$ cat src/rtl/isa_tgt_pkg.sv
package isa_tgt_pkg;

    // Classified bus access, produced by the address decoder
    typedef struct packed {
        logic rd_io;
        logic wr_io;
        logic rd_mem;
        logic wr_mem;
        logic zw_ok;    // access qualifies for early termination
    } bus_access_t;

    typedef enum logic [1:0] {
        RDY_IDLE,
        RDY_WAIT,
        RDY_HOLD
    } rdy_state_e;

endpackage

$ cat src/rtl/isa_addr_match.sv
module isa_addr_match
    import isa_tgt_pkg::*;
#(
    parameter logic [15:0] IO_BASE   = 16'h0300,
    parameter logic [15:0] IO_MASK   = 16'hFFF0,
    parameter bit          IO_WIDE   = 1'b1,
    parameter logic [23:0] MEM_BASE  = 24'h0D0000,
    parameter logic [23:0] MEM_MASK  = 24'hFF0000,
    parameter bit          MEM_WIDE  = 1'b1,
    parameter bit          ZERO_WAIT = 1'b1
) (
    input  logic [19:0] bus_sa,
    input  logic [6:0]  bus_la,
    input  logic        bus_aen,
    input  logic        ior_n,
    input  logic        iow_n,
    input  logic        smemr_n,
    input  logic        smemw_n,
    input  logic        memr_n,
    input  logic        memw_n,
    output logic        io_wide_hit,
    output logic        mem_wide_hit,
    output bus_access_t acc
);

    localparam logic [6:0]  LA_BASE    = MEM_BASE[23:17];
    localparam logic [6:0]  LA_MASK    = MEM_MASK[23:17];
    localparam logic [19:0] SA_BASE    = MEM_BASE[19:0];
    localparam logic [19:0] SA_MASK    = MEM_MASK[19:0];
    localparam bit          IN_LOW_1MB = (MEM_BASE[23:20] == 4'h0);

    logic io_hit, la_hit, sa_hit, full_hit, low_hit;

    always_comb begin
        io_hit   = ((bus_sa[15:0] & IO_MASK) == (IO_BASE & IO_MASK)) && !bus_aen;
        la_hit   = ((bus_la & LA_MASK) == (LA_BASE & LA_MASK));
        sa_hit   = ((bus_sa & SA_MASK) == (SA_BASE & SA_MASK));
        full_hit = la_hit && sa_hit;
        low_hit  = IN_LOW_1MB && sa_hit;

        io_wide_hit  = IO_WIDE && io_hit;
        mem_wide_hit = MEM_WIDE && la_hit;

        acc.rd_io  = io_hit && !ior_n;
        acc.wr_io  = io_hit && !iow_n;
        acc.rd_mem = (full_hit && !memr_n) || (low_hit && !smemr_n);
        acc.wr_mem = (full_hit && !memw_n) || (low_hit && !smemw_n);
        acc.zw_ok  = ZERO_WAIT && MEM_WIDE && !bus_aen && full_hit
                     && (!memr_n || !memw_n);
    end

endmodule

$ cat src/rtl/isa_strobe_ctrl.sv
module isa_strobe_ctrl
    import isa_tgt_pkg::*;
(
    input  logic        clk,
    input  logic        rst_n,
    input  bus_access_t acc,
    input  logic        io_wide_hit,
    input  logic        mem_wide_hit,
    output logic        iocs16_pull,
    output logic        memcs16_pull,
    output logic        dbus_oe,
    output logic        io_rd_pulse,
    output logic        io_wr_pulse,
    output logic        mem_rd_pulse,
    output logic        mem_wr_pulse
);

    typedef struct packed {
        logic       active;
        logic [3:0] sel;     // {io_rd, io_wr, mem_rd, mem_wr}
        logic       oe;
        logic       iocs;
        logic       memcs;
    } stb_regs_t;

    stb_regs_t r_d, r_q;
    logic any_acc;

    always_comb begin
        any_acc    = acc.rd_io || acc.wr_io || acc.rd_mem || acc.wr_mem;
        r_d        = r_q;
        r_d.active = any_acc;
        r_d.sel    = (any_acc && !r_q.active)
                     ? {acc.rd_io, acc.wr_io, acc.rd_mem, acc.wr_mem}
                     : 4'b0000;
        r_d.oe     = acc.rd_io || acc.rd_mem;
        r_d.iocs   = io_wide_hit;
        r_d.memcs  = mem_wide_hit;
    end

    always_ff @(posedge clk or negedge rst_n) begin
        if (!rst_n) r_q <= '0;
        else        r_q <= r_d;
    end

    assign iocs16_pull  = r_q.iocs;
    assign memcs16_pull = r_q.memcs;
    assign dbus_oe      = r_q.oe;
    assign io_rd_pulse  = r_q.sel[3];
    assign io_wr_pulse  = r_q.sel[2];
    assign mem_rd_pulse = r_q.sel[1];
    assign mem_wr_pulse = r_q.sel[0];

    // at most one select per clock, each lasting a single clock
    a_r2_one_select: assert property (@(posedge clk) disable iff (!rst_n)
        $onehot0({io_rd_pulse, io_wr_pulse, mem_rd_pulse, mem_wr_pulse}));
    a_r2_pulse_single: assert property (@(posedge clk) disable iff (!rst_n)
        (io_rd_pulse || io_wr_pulse || mem_rd_pulse || mem_wr_pulse)
        |=> !(io_rd_pulse || io_wr_pulse || mem_rd_pulse || mem_wr_pulse));
    // data enable only follows a decoded read
    a_r12_oe_read_only: assert property (@(posedge clk) disable iff (!rst_n)
        dbus_oe |-> $past(acc.rd_io || acc.rd_mem));

endmodule

$ cat src/rtl/isa_ready_ctrl.sv
module isa_ready_ctrl
    import isa_tgt_pkg::*;
#(
    parameter int WAIT_W = 4
) (
    input  logic              clk,
    input  logic              rst_n,
    input  bus_access_t       acc,
    input  logic              loc_ready,
    input  logic [WAIT_W-1:0] wait_limit,
    output logic              chrdy_pull,
    output logic              zws_pull
);

    localparam logic [WAIT_W-1:0] CNT_ZERO = '0;

    typedef struct packed {
        rdy_state_e        st;
        logic [WAIT_W-1:0] cnt;
        logic              chrdy;
        logic              zws;
    } rdy_regs_t;

    rdy_regs_t r_d, r_q;
    logic any_acc;

    always_comb begin
        any_acc   = acc.rd_io || acc.wr_io || acc.rd_mem || acc.wr_mem;
        r_d       = r_q;
        r_d.chrdy = 1'b0;
        r_d.zws   = 1'b0;
        if (!any_acc) begin
            r_d.st  = RDY_IDLE;
            r_d.cnt = CNT_ZERO;
        end else begin
            unique case (r_q.st)
                RDY_IDLE: begin
                    if (acc.zw_ok) begin
                        r_d.zws = 1'b1;
                        r_d.st  = RDY_HOLD;
                    end else if (!loc_ready && (wait_limit != CNT_ZERO)) begin
                        r_d.chrdy = 1'b1;
                        r_d.cnt   = wait_limit - 1'b1;
                        r_d.st    = RDY_WAIT;
                    end else begin
                        r_d.st = RDY_HOLD;
                    end
                end
                RDY_WAIT: begin
                    if (loc_ready || (r_q.cnt == CNT_ZERO)) begin
                        r_d.st = RDY_HOLD;
                    end else begin
                        r_d.chrdy = 1'b1;
                        r_d.cnt   = r_q.cnt - 1'b1;
                    end
                end
                RDY_HOLD: r_d.st = RDY_HOLD;
                default:  r_d.st = RDY_IDLE;
            endcase
        end
    end

    always_ff @(posedge clk or negedge rst_n) begin
        if (!rst_n) r_q <= '{st: RDY_IDLE, cnt: CNT_ZERO, chrdy: 1'b0, zws: 1'b0};
        else        r_q <= r_d;
    end

    assign chrdy_pull = r_q.chrdy;
    assign zws_pull   = r_q.zws;

    // extension and early termination are exclusive
    a_r11_zws_excl: assert property (@(posedge clk) disable iff (!rst_n)
        !(zws_pull && chrdy_pull));
    // early termination lasts one clock
    a_r9_zws_one_clock: assert property (@(posedge clk) disable iff (!rst_n)
        zws_pull |=> !zws_pull);
    // sampled ready ends the extension
    a_r7_ready_releases: assert property (@(posedge clk) disable iff (!rst_n)
        (chrdy_pull && loc_ready) |=> !chrdy_pull);
    // extension needs an ongoing access
    a_r13_needs_access: assert property (@(posedge clk) disable iff (!rst_n)
        chrdy_pull |-> $past(any_acc));

endmodule

$ cat src/rtl/isa_target_decoder.sv
module isa_target_decoder
    import isa_tgt_pkg::*;
#(
    parameter logic [15:0] IO_BASE   = 16'h0300,
    parameter logic [15:0] IO_MASK   = 16'hFFF0,
    parameter bit          IO_WIDE   = 1'b1,
    parameter logic [23:0] MEM_BASE  = 24'h0D0000,
    parameter logic [23:0] MEM_MASK  = 24'hFF0000,
    parameter bit          MEM_WIDE  = 1'b1,
    parameter bit          ZERO_WAIT = 1'b1,
    parameter int          WAIT_W    = 4
) (
    input  logic              clk,
    input  logic              rst_n,
    input  logic [19:0]       bus_sa,
    input  logic [6:0]        bus_la,
    input  logic              bus_aen,
    input  logic              ior_n,
    input  logic              iow_n,
    input  logic              smemr_n,
    input  logic              smemw_n,
    input  logic              memr_n,
    input  logic              memw_n,
    input  logic              loc_ready,
    input  logic [WAIT_W-1:0] wait_limit,
    output logic              iocs16_pull,
    output logic              memcs16_pull,
    output logic              chrdy_pull,
    output logic              zws_pull,
    output logic              dbus_oe,
    output logic              io_rd_pulse,
    output logic              io_wr_pulse,
    output logic              mem_rd_pulse,
    output logic              mem_wr_pulse
);

    bus_access_t acc;
    logic        io_wide_hit, mem_wide_hit;

    isa_addr_match #(
        .IO_BASE  (IO_BASE),
        .IO_MASK  (IO_MASK),
        .IO_WIDE  (IO_WIDE),
        .MEM_BASE (MEM_BASE),
        .MEM_MASK (MEM_MASK),
        .MEM_WIDE (MEM_WIDE),
        .ZERO_WAIT(ZERO_WAIT)
    ) u_match (
        .bus_sa      (bus_sa),
        .bus_la      (bus_la),
        .bus_aen     (bus_aen),
        .ior_n       (ior_n),
        .iow_n       (iow_n),
        .smemr_n     (smemr_n),
        .smemw_n     (smemw_n),
        .memr_n      (memr_n),
        .memw_n      (memw_n),
        .io_wide_hit (io_wide_hit),
        .mem_wide_hit(mem_wide_hit),
        .acc         (acc)
    );

    isa_strobe_ctrl u_strobe (
        .clk         (clk),
        .rst_n       (rst_n),
        .acc         (acc),
        .io_wide_hit (io_wide_hit),
        .mem_wide_hit(mem_wide_hit),
        .iocs16_pull (iocs16_pull),
        .memcs16_pull(memcs16_pull),
        .dbus_oe     (dbus_oe),
        .io_rd_pulse (io_rd_pulse),
        .io_wr_pulse (io_wr_pulse),
        .mem_rd_pulse(mem_rd_pulse),
        .mem_wr_pulse(mem_wr_pulse)
    );

    isa_ready_ctrl #(
        .WAIT_W(WAIT_W)
    ) u_ready (
        .clk       (clk),
        .rst_n     (rst_n),
        .acc       (acc),
        .loc_ready (loc_ready),
        .wait_limit(wait_limit),
        .chrdy_pull(chrdy_pull),
        .zws_pull  (zws_pull)
    );

    // early termination only after a memory command with AEN low
    a_r10_zws_mem_only: assert property (@(posedge clk) disable iff (!rst_n)
        zws_pull |-> $past(!bus_aen && (!memr_n || !memw_n)));
    // a zero budget never extends
    a_r8_no_budget: assert property (@(posedge clk) disable iff (!rst_n)
        ($past(wait_limit) == '0 && $rose(chrdy_pull)) |-> 1'b0);

endmodule

$ cat config.mk
export PLATFORM = sky130hd
export DESIGN_NAME = isa_target_decoder
export DESIGN_NICKNAME = d
export VERILOG_FILES = /design/src/rtl/isa_tgt_pkg.sv /design/src/rtl/isa_addr_match.sv /design/src/rtl/isa_strobe_ctrl.sv /design/src/rtl/isa_ready_ctrl.sv /design/src/rtl/isa_target_decoder.sv
export SDC_FILE = /design/constraint.sdc
export NUM_CORES = 1
export LEC_CHECK = 0
export ABC_AREA = 0
export CAP_MARGIN = 20
export CORE_UTILIZATION = 30
export CTS_CLUSTER_SIZE = 24
export DETAILED_ROUTE_END_ITERATION = 10
export SLEW_MARGIN = 20
export SYNTH_ARGS = -nofsm -noshare
export SYNTH_HDL_FRONTEND = slang
export SYNTH_SLANG_ARGS = --single-unit
$ cat constraint.sdc
create_clock -name clk -period 2.2 [get_ports clk]
set_input_delay 0.22 -clock clk [delete_from_list [all_inputs] [get_ports clk]]
set_output_delay 0.22 -clock clk [all_outputs]
set_load 0.02 [all_outputs]
==> results.cfg <==
[synthesis]
syn_area_per_cell_sq_um = 9.72
synth_area_leaders = dfrtp_1, ha_1, nor2_1
syn_nets = 150
synthCells = 102
yosysSeqAreaShare = 0.404
synth_top_area_cell = dfrtp_1
synthDistinctLibCells = 37
synth_warnings = 0
ys_seq_elements = 16
synth_top_cell_area_share = 0.404
syn_area_sq_um = 991

[die]
die_h_um = 59.5
start_util = 0.319
ios = 50
coreArea_sq_um = 3100
design.die.area_sq_um = 3540
std_cell_rows = 20
fp.dieW_um = 59.5

[outcome]
status = finished clean

[sta]
period_minus_slack_ns = 1.95
clock.fmax_mhz = 512
finalHoldViolCount = 0
clock_skew_ns = 0.00331
rsz0062_at_grt = false
setup_violations = 0
worst_pin_slew_ns = 0.738
drv_slew = 0
setup_tns_ns = 0
finalCritPeriodShare = 0.888
relSlewSlack = 0.506

[layout]
antenna_cells = 0
fin_util = 0.506
seqCellArea_sq_um = 400
area_growth_pct = 58.6
drive_above_1_share = 0.141
n_fill_cell = 301
layout_common_cells = clkdlybuf4s50_1, dfrtp_1, nor2_1
layout.nets = 205
final_cells = 200
final_common_cell = clkdlybuf4s50_1
multiInputGateArea_sq_um = 543

[global_routing]
grt_max_degree = 17
grt_usage = 0.158
antenna_found_initial = 0
grt_pass1_wl_um = 4200
grt-ovfl-total = 0
grt_pass1_vias = 912

[critical_path]
timing.rr.end = u_ready.r_q[2]$_DFFE_PN0P_
critPathLaunch = u_ready.r_q[6]$_DFFE_PN0P_
critPathCaptureType = register
r2r_start = u_ready.r_q[6]$_DFFE_PN0P_
critPathRequiredTime_ns = 2.42
reg2reg_slack_ns = 0.25
arrival_ns = 2.17
r2r_cells = 9
path_max_fanout = 6
cp-start-kind = register
critPathCapture = u_ready.r_q[2]$_DFFE_PN0P_
crit_type = register to register

[drt]
vias = 959
final_antenna_net_count = 0
dr.pass1.iters = 6
first_iter_violations = 29
drt_wl_total_um = 2440
wire_per_inst_um = 12.2
detail_route.drc_violations = 0
via_per_inst = 4.80

[clock_network]
numCtsBuffers = 3
cts_tree = built
root_buffer = clkbuf_4
cts_resized = 0
clock_sinks = 16
cts_hold_buf = 0
cts.clk_slew.worst_paths_ns = 0.10
post-cts-setup-buffers = 0
htree_levels = 1
clock_latency_ns = 0.29
cts.path.max_buffers = 2

[placed_design]
gp_congestion = 0.873
dp_hpwl_um = 2020
port_buffers = 45
dp.cells = 196

[pwr]
worst_ir_drop_vdd_uv = 150
power.density_nw_per_um2 = 412
cellLeakagePower_nw = 0.679

[run]
maxCapViolCount = 0

[hold_path]
hp-class = primary input to async pin
## state kept, by name, summed over array words and instances, names as in the netlist
signal                 flops
u_strobe.mem_rd_pulse      1
u_strobe.io_wr_pulse       1
u_ready.chrdy_pull         1
u_strobe.memcs16_pull      1
u_strobe.dbus_oe           1
u_ready.r_q                6
u_strobe.r_q               1
u_strobe.iocs16_pull       1
u_strobe.mem_wr_pulse      1
u_strobe.io_rd_pulse       1
u_ready.zws_pull           1
## critical path: stages, from the launching register on
cell	delay (ns)
dfrtp_1	0.42
inv_1	0.08
ha_1	0.25
inv_1	0.10
a2111oi_1	0.36
buf_4	0.18
a221oi_1	0.07
buf_4	0.17
o221a_2	0.12
nor3_2	0.14
## power breakdown
part | total, mW | switching (mW) | internal (mW)
Combinational | 0.146 | 0.0547 | 0.0911
Clock | 0.201 | 0.100 | 0.101
Sequential | 0.300 | 0.00240 | 0.297
Total | 0.647 | 0.157 | 0.489
## cells in the mapped netlist
cell type / n
buf_1: 1
nand3b_1: 1
o31ai_2: 1
nand2_1: 4
or3_1: 1
or2_2: 1
or4b_4: 1
nor2_1: 12
buf_6: 1
nor3_1: 1
and3_4: 1
or3b_2: 1
a2111oi_0: 1
nor2b_1: 2
and2_1: 1
a21oi_1: 7
nor4b_1: 2
ha_1: 7
inv_1: 9
o31ai_1: 2
nor3b_1: 4
o31a_1: 1
nand4_1: 1
o221a_2: 2
nor4b_2: 1
nor4_1: 2
o21ai_0: 6
and4b_1: 1
a21o_1: 2
o21a_1: 1
nand4b_1: 1
nor3_2: 2
xnor2_1: 1
dfrtp_1: 16
a221oi_1: 1
nand2b_1: 2
mux2_2: 1
## cells by family (layout without fill, tap and decap cells)
kind of cell,Yosys count,count (layout),share of synthesized area
and+or+nand+nor,42,42,0.273
AOI/OAI and AO/OA,24,24,0.165
DFF,16,16,0.404
buffers and inverters,11,65,0.0492
adders and majority gates,7,7,0.0884
xor gates and xnor gates,1,1,0.00884
muxes,1,1,0.0114
## worst min-delay path by stage
stage,to,startpoint,cells after the start
after floorplan,u_ready.chrdy_pull$_DFF_PN0_,rst_n,0
after global placement,u_strobe.mem_wr_pulse$_DFF_PN0_,u_strobe.r_q[7]$_DFF_PN0_,1
after detailed placement,u_strobe.mem_wr_pulse$_DFF_PN0_,u_strobe.r_q[7]$_DFF_PN0_,1
after CTS,u_strobe.r_q[7]$_DFF_PN0_,rst_n,1
after global routing,u_ready.r_q[3]$_DFFE_PN0P_,rst_n,1
final,u_strobe.r_q[7]$_DFF_PN0_,rst_n,1
## per-layer routing
metal,vias to the layer above,GRT usage,share of wire
li1,479,-,-
met3,4,0.0284,0.043
met2,34,0.241,0.47
met4,0,0.0680,0.015
met5,-,0,0
met1,442,0.218,0.47
## stage by stage
stage / hold WS [ns] / setup WS (ns) / area (sq um) / power [mW]
global route: 0.412 / 0.0664 / 1570 / 0.682
finish: 0.357 / 0.247 / 1570 / 0.647
CTS: 0.377 / 0.219 / 1570 / 0.651
floorplan: -0.0756 / 0.216 / 991 / 0.356
detailed placement: 0.450 / 0.0646 / 1530 / 0.451
global placement: 0.437 / 0.0768 / 1530 / 0.449
## final cells by class
type / instances / area share
Sequential cell: 16 / 0.255
Timing Repair Buffer: 52 / 0.320
Tap cell: 44 / 0.0350
Clock buffer: 4 / 0.0231
Inverter: 9 / 0.0215
Multi-Input combinational cell: 75 / 0.346
Power figures use the tool's default switching activity.
